[config.mk]
export PLATFORM = sky130hd
export DESIGN_NAME = brk_abort_det
export DESIGN_NICKNAME = d
export VERILOG_FILES = /design/src/rtl/brk_abort_pkg.sv /design/src/rtl/brk_ones_cnt.sv /design/src/rtl/brk_evt_dec.sv /design/src/rtl/brk_ctl.sv /design/src/rtl/brk_abort_det.sv
export SDC_FILE = /design/constraint.sdc
export NUM_CORES = 1
export LEC_CHECK = 0
export BUFFER_PORTS_ARGS = -buffer_cell sky130_fd_sc_hd__buf_2
export CORE_AREA = 2 2 39 41
export CTS_BUF_LIST = sky130_fd_sc_hd__clkbuf_2 sky130_fd_sc_hd__clkbuf_4 sky130_fd_sc_hd__clkbuf_8
export DETAILED_ROUTE_END_ITERATION = 7
export DIE_AREA = 0 0 41 43
export PLACE_DENSITY = 0.77
export SLEW_MARGIN = 20
export SYNTH_ARGS = -nofsm -noshare
export SYNTH_HDL_FRONTEND = slang
export SYNTH_SLANG_ARGS = --single-unit
[constraint.sdc]
create_clock -name clk -period 3.9 [get_ports clk]
set_input_delay 0.78 -clock clk [delete_from_list [all_inputs] [get_ports clk]]
set_output_delay 0.78 -clock clk [all_outputs]
set_load 0.02 [all_outputs]
[src/rtl/brk_abort_pkg.sv]
package brk_abort_pkg;

   typedef enum logic [1:0] {
      MODE_ASYNC = 2'b00,
      MODE_BITOR = 2'b01,
      MODE_SYNA  = 2'b10,
      MODE_SYNB  = 2'b11
   } brk_mode_e;

   typedef enum logic [1:0] {
      ST_SEEK_START = 2'b00,
      ST_HOLD_START = 2'b01,
      ST_SEEK_END   = 2'b10,
      ST_HOLD_END   = 2'b11
   } brk_state_e;

endpackage

[src/rtl/brk_ones_cnt.sv]
module brk_ones_cnt #(
   parameter int ONES_LIM = 7,
   parameter int CNT_W    = $clog2(ONES_LIM + 1)
) (
   input  logic clk,
   input  logic rst_n,
   input  logic clr,
   input  logic stb,
   input  logic bit_val,
   output logic at_thresh
);
   localparam logic [CNT_W-1:0] LIM_C  = CNT_W'(ONES_LIM);
   localparam logic [CNT_W-1:0] EDGE_C = CNT_W'(ONES_LIM - 1);

   logic [CNT_W-1:0] cnt_q;

   always_ff @(posedge clk or negedge rst_n) begin
      if (!rst_n) begin
         cnt_q <= '0;
      end else if (clr) begin
         cnt_q <= '0;
      end else if (stb) begin
         if (!bit_val)
            cnt_q <= '0;
         else if (cnt_q != LIM_C)
            cnt_q <= cnt_q + 1'b1;
      end
   end

   assign at_thresh = (cnt_q >= EDGE_C);
endmodule

[src/rtl/brk_evt_dec.sv]
module brk_evt_dec
   import brk_abort_pkg::*;
#(
   parameter int CHAR_W  = 8,
   parameter bit BITOR_EN = 1'b1
) (
   input  brk_mode_e         mode,
   input  logic              char_vld,
   input  logic [CHAR_W-1:0] char_data,
   input  logic              frame_err,
   input  logic              bit_stb,
   input  logic              bit_val,
   input  logic              ones_at_thresh,
   output logic              start_cond,
   output logic              end_cond,
   output logic              async_end
);
   logic async_start;
   logic bor_start;
   logic bor_end;

   assign async_start = (mode == MODE_ASYNC) && char_vld && (char_data == '0) && frame_err;
   assign async_end   = (mode == MODE_ASYNC) && bit_stb && bit_val;

   generate
      if (BITOR_EN) begin : g_bitor
         assign bor_start = (mode == MODE_BITOR) && bit_stb && bit_val && ones_at_thresh;
         assign bor_end   = (mode == MODE_BITOR) && bit_stb && !bit_val;
      end else begin : g_no_bitor
         assign bor_start = 1'b0;
         assign bor_end   = 1'b0;
      end
   endgenerate

   assign start_cond = async_start || bor_start;
   assign end_cond   = async_end || bor_end;
endmodule

[src/rtl/brk_ctl.sv]
module brk_ctl
   import brk_abort_pkg::*;
(
   input  logic clk,
   input  logic rst_n,
   input  logic chan_rst,
   input  logic rearm,
   input  logic irq_en,
   input  logic char_vld,
   input  logic start_cond,
   input  logic end_cond,
   input  logic async_end,
   output logic stat_q,
   output logic pend_q,
   output logic disc_q
);
   brk_state_e st_q, st_d;
   logic start_evt, end_evt;

   assign start_evt = (st_q == ST_SEEK_START) && start_cond;
   assign end_evt   = (st_q == ST_SEEK_END) && end_cond;

   always_comb begin
      st_d = st_q;
      unique case (st_q)
         ST_SEEK_START: if (start_evt) st_d = ST_HOLD_START;
         ST_HOLD_START: if (rearm)     st_d = ST_SEEK_END;
         ST_SEEK_END:   if (end_evt)   st_d = ST_HOLD_END;
         ST_HOLD_END:   if (rearm)     st_d = ST_SEEK_START;
         default:                      st_d = ST_SEEK_START;
      endcase
   end

   always_ff @(posedge clk or negedge rst_n) begin
      if (!rst_n) begin
         st_q   <= ST_SEEK_START;
         stat_q <= 1'b0;
         pend_q <= 1'b0;
         disc_q <= 1'b0;
      end else if (chan_rst) begin
         st_q   <= ST_SEEK_START;
         stat_q <= 1'b0;
         pend_q <= 1'b0;
         disc_q <= 1'b0;
      end else begin
         st_q <= st_d;
         if (start_evt)
            stat_q <= 1'b1;
         else if (end_evt)
            stat_q <= 1'b0;
         if ((start_evt || end_evt) && irq_en)
            pend_q <= 1'b1;
         else if (rearm)
            pend_q <= 1'b0;
         if (end_evt && async_end)
            disc_q <= 1'b1;
         else if (char_vld)
            disc_q <= 1'b0;
      end
   end
endmodule

[src/rtl/brk_abort_det.sv]
module brk_abort_det
   import brk_abort_pkg::*;
#(
   parameter int CHAR_W     = 8,
   parameter int ABORT_ONES = 7,
   parameter bit BITOR_EN   = 1'b1
) (
   input  logic              clk,
   input  logic              rst_n,
   input  logic              chan_rst,
   input  logic [1:0]        mode,
   input  logic              char_vld,
   input  logic [CHAR_W-1:0] char_data,
   input  logic              frame_err,
   input  logic              bit_stb,
   input  logic              bit_val,
   input  logic              rearm,
   input  logic              irq_en,
   output logic              brk_stat,
   output logic              irq_pend,
   output logic              discard_hint
);
   localparam int CNT_W = $clog2(ABORT_ONES + 1);

   generate
      if (CHAR_W < 5) begin : g_bad_char
         $error("brk_abort_det: CHAR_W must be at least 5");
      end
      if (ABORT_ONES < 2) begin : g_bad_ones
         $error("brk_abort_det: ABORT_ONES must be at least 2");
      end
   endgenerate

   brk_mode_e mode_e;
   logic      ones_at_thresh;
   logic      start_cond, end_cond, async_end;

   assign mode_e = brk_mode_e'(mode);

   generate
      if (BITOR_EN) begin : g_cnt
         brk_ones_cnt #(.ONES_LIM(ABORT_ONES), .CNT_W(CNT_W)) u_cnt (
            .clk       (clk),
            .rst_n     (rst_n),
            .clr       (chan_rst || (mode_e != MODE_BITOR)),
            .stb       (bit_stb),
            .bit_val   (bit_val),
            .at_thresh (ones_at_thresh)
         );
      end else begin : g_no_cnt
         assign ones_at_thresh = 1'b0;
      end
   endgenerate

   brk_evt_dec #(.CHAR_W(CHAR_W), .BITOR_EN(BITOR_EN)) u_dec (
      .mode           (mode_e),
      .char_vld       (char_vld),
      .char_data      (char_data),
      .frame_err      (frame_err),
      .bit_stb        (bit_stb),
      .bit_val        (bit_val),
      .ones_at_thresh (ones_at_thresh),
      .start_cond     (start_cond),
      .end_cond       (end_cond),
      .async_end      (async_end)
   );

   brk_ctl u_ctl (
      .clk        (clk),
      .rst_n      (rst_n),
      .chan_rst   (chan_rst),
      .rearm      (rearm),
      .irq_en     (irq_en),
      .char_vld   (char_vld),
      .start_cond (start_cond),
      .end_cond   (end_cond),
      .async_end  (async_end),
      .stat_q     (brk_stat),
      .pend_q     (irq_pend),
      .disc_q     (discard_hint)
   );
endmodule

==> summary.md, run 1 <==
| Metric | Value |
|---|---|
| Yosys top cell by area | `dfrtp_1` |
| Number of max-cap violations | `0` |
| CTS Sinks | `8` |
| Area contributors post-synth | `dfrtp_1 35%, ha_1 15%, a21oi_1 5.2%` |
| Final setup violation count | `0` |
| Layout cell share with drive strength beyond 1 | `28.41%` |
| Vias in the first global route | `548` |
| Initial antenna violation count | `0` |
| Post-CTS setup buffers | `0` |
| H-tree levels | `1` |
| Worst Path Buf+Inv | `1` |
| Part of the cycle the worst path needs | `47.85%` |
| Vias per inst | `5.298` |
| Worst stage delay on the critical path | `0.40 ns` |
| Post-synth top area share | `34.78%` |
| Register Area | `200.2 sq um` |
| First drt pass iteration count | `2` |
| Fin. Hold Viols | `0` |
| 1st-iter DRT viols | `1` |
| Worst Skew | `0.008239 ns` |
| CP Cell Sequence | `buf_2 > nor4b_1 > nand3_1 > and3_1 > or4_1 > o211a_1` |
| Syn. warnings | `0` |
| Top Ports | `22` |
| GRT Total Usage | `16.46%` |
| CP Launch Type | `input port` |
| Setup tns final | `0 ns` |
| Avg Cell Area, Syn | `8.993 sq um` |
| Hold buffers post-CTS | `0` |
| Post-DRT Antenna Nets | `0` |
| First-pass GRT wire length | `2001 microns` |
| Fin util | `52.26%` |
| Std-Cell Rows | `14` |
| Area of the multi-input gates | `356.6 sq um` |
| Pre-CTS WS | `1.746 ns` |
| Status | `finished, final reports clean` |
| CTS tree | `built` |
| Non-Filler Instances | `104` |
| CP required | `4.05 ns` |
| DRC Markers | `0` |
| Metal-1 WL | `459 microns` |
| Layout Nets | `116` |
| Final design area excluding fillers | `723.2 sq um` |
| Buffers from clock root to sink, at most | `2` |
| Met3 Routed Length | `67 microns` |
| Worst-path maximum fanout | `2` |
| # diodes | `0` |
| HP Class | `in -> async` |
| Reg clk slew, reported paths | `0.06 ns` |
| WS Path Type | `in -> reg` |
| Worst hold slack | `0.3564 ns` |
| Maximum clock rate | `535.8 MHz` |
| Total power | `0.1996 mW` |
| Worst VDD drop | `0.1564 mV` |
| Slowest cell on crit path | `or4_1` |
| Total vias in the final route | `551` |
| Leakage power total | `0.3823 nW` |
| GP Congestion | `0.7618` |
| Number of fill cells | `139` |
| Critical Path AT | `2.01 ns` |
| Top Family by Delay on Critical Path | `simple AND/OR/NAND/NOR gates` |
| Highest Signal Layer | `met3` |
| Largest net degree at the start of global routing | `9` |
| Post-Synthesis Cells | `64` |
| Height of the die | `43 microns` |
| Area grow syn2layout | `25.65%` |
| DP Area | `700.7 sq um` |
| Synth Net Count | `90` |
| Post-DR wirelength/cell | `10.84 microns` |
| DR WL met2 | `600 microns` |
| Cell Pwr Density | `276.0 mW/mm^2` |
| Worst rel slew slack | `74.51%` |
| Worst-Margin Slew | `0.3801 ns` |
| HPWL after DPL | `982.3 microns` |
| Post-CTS Resized | `0` |
| Port-buffer cells | `21` |
| Crit. End Element | `register` |
| Synth Cell Area | `575.6 sq um` |
| Total core area | `0.001384 sq mm` |
| Final Critical Period | `1.866 ns` |
| Die area | `0.001763 sq mm` |
| Die width | `41 microns` |
| RSZ-0062 raised after global routing | `no` |
| Worst-skew pair later-pin latency | `0.25 ns` |
| FF+latch count, synth | `8` |
| Total CTS buffers | `3` |
| Register area share after synthesis | `34.78%` |
| Overflow after GRT | `0` |
| Initial Utilization | `41.59%` |
| Netlist cell types | `25` |
| Setup ws final | `2.034 ns` |
| Final WL | `1127 microns` |
| CTS root buffer | `clkbuf_4` |
| Post-placement cell count | `101` |
| Final Slew Violations | `0` |
-- registers in the layout, indices dropped and copies added (netlist names) --
| register | count |
|---|---|
| g_cnt.u_cnt.cnt_q | 3 |
| u_ctl.st_q | 2 |
| u_ctl.disc_q | 1 |
| u_ctl.pend_q | 1 |
| u_ctl.stat_q | 1 |
-- logic make-up (layout without fill, tap and decap cells) --
family                   after synthesis  after routing  synth area share (%)
buffers and inverters                  5             29                 3.261
AND/OR/NAND/NOR                       29             29                 30.44
XOR/XNOR                               1              1                 1.522
flip-flops                             8              8                 34.78
adder cells (fa/ha/maj)                7              7                 15.22
multiplexers                           1              1                 1.739
AO/OA/AOI/OAI                         13             13                 13.04
-- Yosys cell counts (all sizes together) --
master  n
and3b   1
and3    1
nand2   6
a21boi  1
nor2    6
or2b    1
or4     1
nor4b   2
mux2i   1
nand2b  2
ha      7
nor4    1
nand3   1
xor2    1
o211a   1
nand4b  1
inv     5
nand4   1
a21oi   6
and2b   3
nand3b  2
o21ai   4
dfrtp   8
a211oi  1
-- power breakdown --
part           internal (mW)  switching [mW]  total, mW  leakage (nW)
sequential            0.0869         0.00412     0.0910         0.111
clock                 0.0351          0.0271     0.0622        0.0138
combinational         0.0234          0.0230     0.0464         0.257
-- placed cells by master (no fill, tap or decap), types with 2 or more instances in the layout --
master | synthesis | routed
inv_1 | 5 | 5
o21ai_0 | 4 | 4
and2b_1 | 3 | 3
clkbuf_4 | 0 | 3
nor2_1 | 6 | 6
a21oi_1 | 6 | 6
buf_2 | 0 | 21
dfrtp_1 | 8 | 8
nand2_1 | 6 | 6
nand3b_1 | 2 | 2
nand2b_1 | 2 | 2
ha_1 | 7 | 7
-- worst register-to-register path: cells and delay by family (launching register included) --
family          cells  cell delay (ns)
compound gates      1             0.42
fa+ha+maj           1             0.21
flops               1             0.41
mux                 1             0.23
buf+inv             1             0.11
simple gates        1             0.17
-- path summary, 6_finish.rpt --
kind                            endpoint  cells past startpoint  slack, ns           from
max                        u_ctl.st_q[0]                      6       2.03   char_data[1]
min                         u_ctl.disc_q                      1       0.36          rst_n
max reg2reg                u_ctl.st_q[1]                      5       2.27  u_ctl.st_q[0]
min reg2reg                 u_ctl.stat_q                      2       0.53   u_ctl.stat_q
max in group asynchronous  u_ctl.st_q[1]                      1       3.37          rst_n
min in group clk            u_ctl.stat_q                      2       0.53   u_ctl.stat_q
-- final cells by class --
class	count	area share, %
tap	16	2.768
timing repair buffer	21	14.53
sequential	8	27.68
multi-input combinational	51	49.31
inverter	5	2.595
clock buffer	3	3.114
-- metal layers --
layer / up-vias / track usage (%)
li1: 272 / -
met1: 267 / 15.74
met5: - / 0
met4: 0 / 4.000
met2: 12 / 29.38
met3: 0 / 7.853
(Power assumes the default switching activity.)
==> inputs of run 2 (changes only) <==
CORE_AREA = not set   (was 2 2 39 41)
CORE_MARGIN = 2   (was not set)
CORE_UTILIZATION = 44   (was not set)
DIE_AREA = not set   (was 0 0 41 43)
PLACE_DENSITY = 0.81   (was 0.77)
clock period = 1.6 ns   (was 3.9 ns; I/O delays follow)
==> summary.md, run 2 (same netlist as run 1, synthesis figures left out) <==
| Metric | Value |
|---|---|
| Cell Pwr Density | `633.4 mW/mm^2` |
| First-pass GRT wire length | `2090 microns` |
| HP Class | `in -> reg` |
| GRT Total Usage | `20.07%` |
| Total CTS buffers | `3` |
| CTS root buffer | `clkbuf_4` |
| Sw frac | `27.49%` |
| Worst VDD drop | `0.4373 mV` |
| Largest registers | `g_cnt.u_cnt.cnt_q: 3 flops, u_ctl.st_q: 2 flops` |
| GP Congestion | `0.7669` |
| Area of the multi-input gates | `367.9 sq um` |
| Max FFs per register | `3` |
| Post-placement cell count | `106` |
| Post-DR wirelength/cell | `12.82 microns` |
| Hold Path Depth | `2` |
| Worst-skew pair later-pin latency | `0.24 ns` |
| CP required | `1.73 ns` |
| DRC Markers | `0` |
| Vias per inst | `5.324` |
| Layout Nets | `124` |
| Register Area | `200.2 sq um` |
| Initial Utilization | `45.95%` |
| Height of the die | `40.17 microns` |
| Leakage power total | `0.4212 nW` |
| Std-Cell Rows | `13` |
| Top Ports | `22` |
| 1st-iter DRT viols | `6` |
| CTS tree | `built` |
| Number of max-cap violations | `0` |
| Non-Filler Instances | `111` |
| Vias in the first global route | `547` |
| Setup ws final | `0.05166 ns` |
| H-tree levels | `1` |
| Crit. End Element | `register` |
| Most common cell after layout, fill and taps aside | `buf_2` |
| Final Critical Period | `1.548 ns` |
| Part of the cycle the worst path needs | `96.77%` |
| Final setup violation count | `0` |
| Switching pwr | `0.1386 mW` |
| RSZ-0062 raised after global routing | `no` |
| Layout cell share with drive strength beyond 1 | `36.46%` |
| Comb pwr share | `26.5%` |
| HPWL after DPL | `1184 microns` |
| Overflow after GRT | `0` |
| Post-DRT Antenna Nets | `0` |
| Status | `finished, final reports clean` |
| Pre-CTS WS | `-0.07317 ns` |
| WS Path Type | `reg -> reg` |
| Total core area | `0.001252 sq mm` |
| Critical Path AT | `1.68 ns` |
| Area grow syn2layout | `38.26%` |
| Commonest non-fill, non-tap cells in the layout | `21 x buf_2, 8 x dfrtp_1, 7 x buf_4` |
| Internal power | `0.3655 mW` |
| Number of fill cells | `117` |
| # diodes | `0` |
| CTS Sinks | `8` |
| Reg clk slew, reported paths | `0.05 ns` |
| CP Launch Type | `register` |
| Reg power frac | `44.4%` |
| Most flops, register | `g_cnt.u_cnt.cnt_q` |
| First drt pass iteration count | `4` |
| Worst Skew | `0.001763 ns` |
| Port-buffer cells | `21` |
| Total vias in the final route | `591` |
| Worst r2r path cells | `6` |
| Fin. Hold Viols | `0` |
| Worst-path maximum fanout | `3` |
| Initial antenna violation count | `0` |
| Worst-Margin Slew | `0.2789 ns` |
| Final Slew Violations | `0` |
| Die area | `0.001613 sq mm` |
| Buffers from clock root to sink, at most | `2` |
| Final WL | `1423 microns` |
| Die width | `40.17 microns` |
| Worst rel slew slack | `81.24%` |
| Largest net degree at the start of global routing | `9` |
| Maximum clock rate | `645.9 MHz` |
| Clock power share | `29.1%` |
## run 2: cell types whose count changed in the layout (fill, tap and decap cells not counted), sizes merged
cell         delta
dlygate4sd3     +1
buf             +7
## run 2: final timing paths
path                                        endpoint          start  slack [ns]
worst max-delay path                   u_ctl.st_q[0]  u_ctl.st_q[1]        0.05
min in group asynchronous       g_cnt.u_cnt.cnt_q[1]          rst_n        0.44
worst min-delay path                    u_ctl.stat_q       chan_rst        0.27
max in group asynchronous               u_ctl.pend_q          rst_n        1.00
worst max register to register         u_ctl.st_q[0]  u_ctl.st_q[1]        0.05
worst min register to register          u_ctl.pend_q   u_ctl.pend_q        0.53
## run 2: per-layer routing
layer  wire, microns  share of wire (%)  track usage [%]
met3             113                7.9            2.222
met4              19                1.3            13.79
met2             721                 51            35.89
met1             568                 40            21.80
met5               0                  0                0
## run 2: critical path, stage by stage (launching register included)
cell	delay [ns]
dfrtp_1	0.39
inv_1	0.10
ha_1	0.18
nor2_1	0.10
nor2_1	0.06
or4_1	0.47
o211a_1	0.15
## run 2: layout make-up
cell class                 count  share of cell area [%]
inverter                       5                   2.358
clock buffer                   3                   2.830
sequential                     8                   25.16
timing repair buffer          29                   21.07
tap                           15                   2.358
multi-input combinational     51                   46.23
## run 2: power groups by stage
stage                     sequential, mW  clock, mW  combinational, mW
after floorplan                    0.223          0             0.0700
after global placement             0.225          0              0.120
after detailed placement           0.227          0              0.125
after CTS                          0.223      0.156              0.132
after global routing               0.225      0.164              0.147
final                              0.224      0.147              0.133
## run 2: what timing repair did
action | CTS | global route
endpoints found under the setup margin | 2 | 4
hold buffers | 1 | 0
pin swaps | 0 | 1
resized for setup | 2 | 3
setup buffers | 0 | 1
endpoints found under the hold margin | 8 | 0
## run 2: stage by stage
| stage | cell area [sq um] | hold slack, ns | util (%) | power (mW) | TNS, ns |
|---|---|---|---|---|---|
| finish | 795.8 | 0.2729 | 63.54 | 0.5041 | 0 |
| global route | 795.8 | 0.2722 | 63.54 | 0.5359 | 0 |
| CTS | 782.0 | 0.2653 | 62.44 | 0.5117 | 0 |
| detailed placement | 744.5 | 0.1661 | 59.44 | 0.3522 | -0.1454 |
| global placement | 744.5 | 0.1665 | 59.44 | 0.3447 | -0.07097 |
| floorplan | 575.6 | 0.02441 | - | 0.2932 | 0 |
==> inputs of run 3 (changes only) <==
CORE_UTILIZATION = 31   (was 44)
PLACE_DENSITY = 0.62   (was 0.81)
==> summary.md, run 3 (same netlist as run 1, synthesis figures left out) <==
| Metric | Value |
|---|---|
| Status | `finished, final reports clean` |
| First-pass GRT wire length | `2214 microns` |
| CP required | `1.75 ns` |
| Max FFs per register | `3` |
| Commonest non-fill, non-tap cells in the layout | `21 x buf_2, 8 x dfrtp_1, 7 x ha_1, 7 x buf_4` |
| Worst-path maximum fanout | `4` |
| Fin. Hold Viols | `0` |
| WS Path Type | `reg -> reg` |
| Buffers from clock root to sink, at most | `2` |
| Post-placement cell count | `116` |
| Worst r2r path cells | `5` |
| Layout Nets | `124` |
| RSZ-0062 raised after global routing | `yes` |
| Maximum clock rate | `656.3 MHz` |
| Final Critical Period | `1.524 ns` |
| Initial antenna violation count | `0` |
| Initial Utilization | `32.97%` |
| Reg clk slew, reported paths | `0.05 ns` |
| Most flops, register | `g_cnt.u_cnt.cnt_q` |
| Crit. End Element | `register` |
| Part of the cycle the worst path needs | `95.23%` |
| GP Congestion | `0.7693` |
| Number of fill cells | `176` |
| Final WL | `1385 microns` |
| DRC Markers | `0` |
| Register Area | `200.2 sq um` |
| Worst Skew | `0.001057 ns` |
| Largest registers | `g_cnt.u_cnt.cnt_q: 3 flops, u_ctl.st_q: 2 flops` |
| Final Slew Violations | `0` |
| Largest net degree at the start of global routing | `9` |
| First drt pass iteration count | `4` |
| Die width | `47.09 microns` |
| Worst-Margin Slew | `0.3265 ns` |
| Area of the multi-input gates | `365.4 sq um` |
| H-tree levels | `1` |
| Post-DR wirelength/cell | `11.45 microns` |
| DP Area | `757.0 sq um` |
| Worst rel slew slack | `78.04%` |
| Std-Cell Rows | `15` |
| Overflow after GRT | `0` |
| Height of the die | `47.09 microns` |
| CTS Sinks | `8` |
| Layout cell share with drive strength beyond 1 | `36.46%` |
| Vias per inst | `4.793` |
| Die area | `0.002217 sq mm` |
| Worst-skew pair later-pin latency | `0.26 ns` |
| Cell Pwr Density | `634.4 mW/mm^2` |
| Top Ports | `22` |
| Post-DRT Antenna Nets | `0` |
| Total CTS buffers | `3` |
| # diodes | `0` |
| CTS root buffer | `clkbuf_4` |
| Worst VDD drop | `0.2874 mV` |
| CTS tree | `built` |
| Reg-to-reg slack, setup | `0.08 ns` |
| Leakage power total | `0.4241 nW` |
| GRT Total Usage | `14.44%` |
| Non-Filler Instances | `121` |
| Total core area | `0.001745 sq mm` |
| Number of max-cap violations | `0` |
| Final setup violation count | `0` |
| HPWL after DPL | `1135 microns` |
| Area grow syn2layout | `40.00%` |
| Most common cell after layout, fill and taps aside | `buf_2` |
| Fin util | `46.16%` |
| Hold Path Depth | `2` |
| 1st-iter DRT viols | `6` |
| HP Class | `in -> reg` |
| Total vias in the final route | `580` |
| CP Launch Type | `register` |
| Vias in the first global route | `565` |
| Final design area excluding fillers | `805.8 sq um` |
| Critical Path AT | `1.67 ns` |
| Port-buffer cells | `21` |
-- run 3: cell type report --
class	count	area share (%)
clock buffer	3	2.795
inverter	5	2.329
multi-input combinational	51	45.34
sequential	8	24.84
tap	25	3.882
timing repair buffer	29	20.81
-- run 3: what timing repair did --
item                       in CTS  in global routing
setup endpoints to repair       0                  4
setup buffers                   0                  1
hold endpoints to repair        8                  0
resized for setup               0                  5
hold buffers                    1                  0
-- run 3: routing by layer --
| metal | global-route usage [%] | vias up | wire (microns) |
|---|---|---|---|
| met4 | 9.444 | 0 | 20 |
| met3 | 2.692 | 2 | 78 |
| met1 | 16.35 | 271 | 628 |
| li1 | - | 290 | - |
| met2 | 24.66 | 17 | 658 |
| met5 | 0 | - | 0 |
-- run 3: critical path, cell delays in order, from the launching register on --
cell	delay, ns
dfrtp_1	0.40
inv_1	0.10
ha_1	0.21
and3_1	0.17
or4_1	0.41
o211a_1	0.14
-- run 3: final timing paths --
path | end | startpoint
setup / recovery | u_ctl.st_q[0] | u_ctl.st_q[0]
hold / removal | u_ctl.disc_q | chan_rst
setup reg to reg | u_ctl.st_q[0] | u_ctl.st_q[0]
hold reg to reg | u_ctl.stat_q | u_ctl.stat_q
max in group asynchronous | u_ctl.stat_q | rst_n
min in group asynchronous | g_cnt.u_cnt.cnt_q[0] | rst_n
-- run 3: stage by stage --
step	power (mW)	setup slack, ns	hold slack (ns)	setup TNS (ns)
CTS	0.5149	0.002614	0.2572	0
global placement	0.3487	-0.05330	0.1743	-0.06710
global route	0.5398	-0.006833	0.2683	-0.006833
finish	0.5112	0.07628	0.2673	0
floorplan	0.2932	0.09808	0.02441	0
detailed placement	0.3505	-0.09771	0.1756	-0.1536
-- run 3: report_power, final --
group / leakage [nW] / internal, mW / switching, mW
Sequential: 0.111 / 0.212 / 0.0107
Combinational: 0.299 / 0.0684 / 0.0627
Clock: 0.0138 / 0.0860 / 0.0717
Total: 0.424 / 0.366 / 0.145
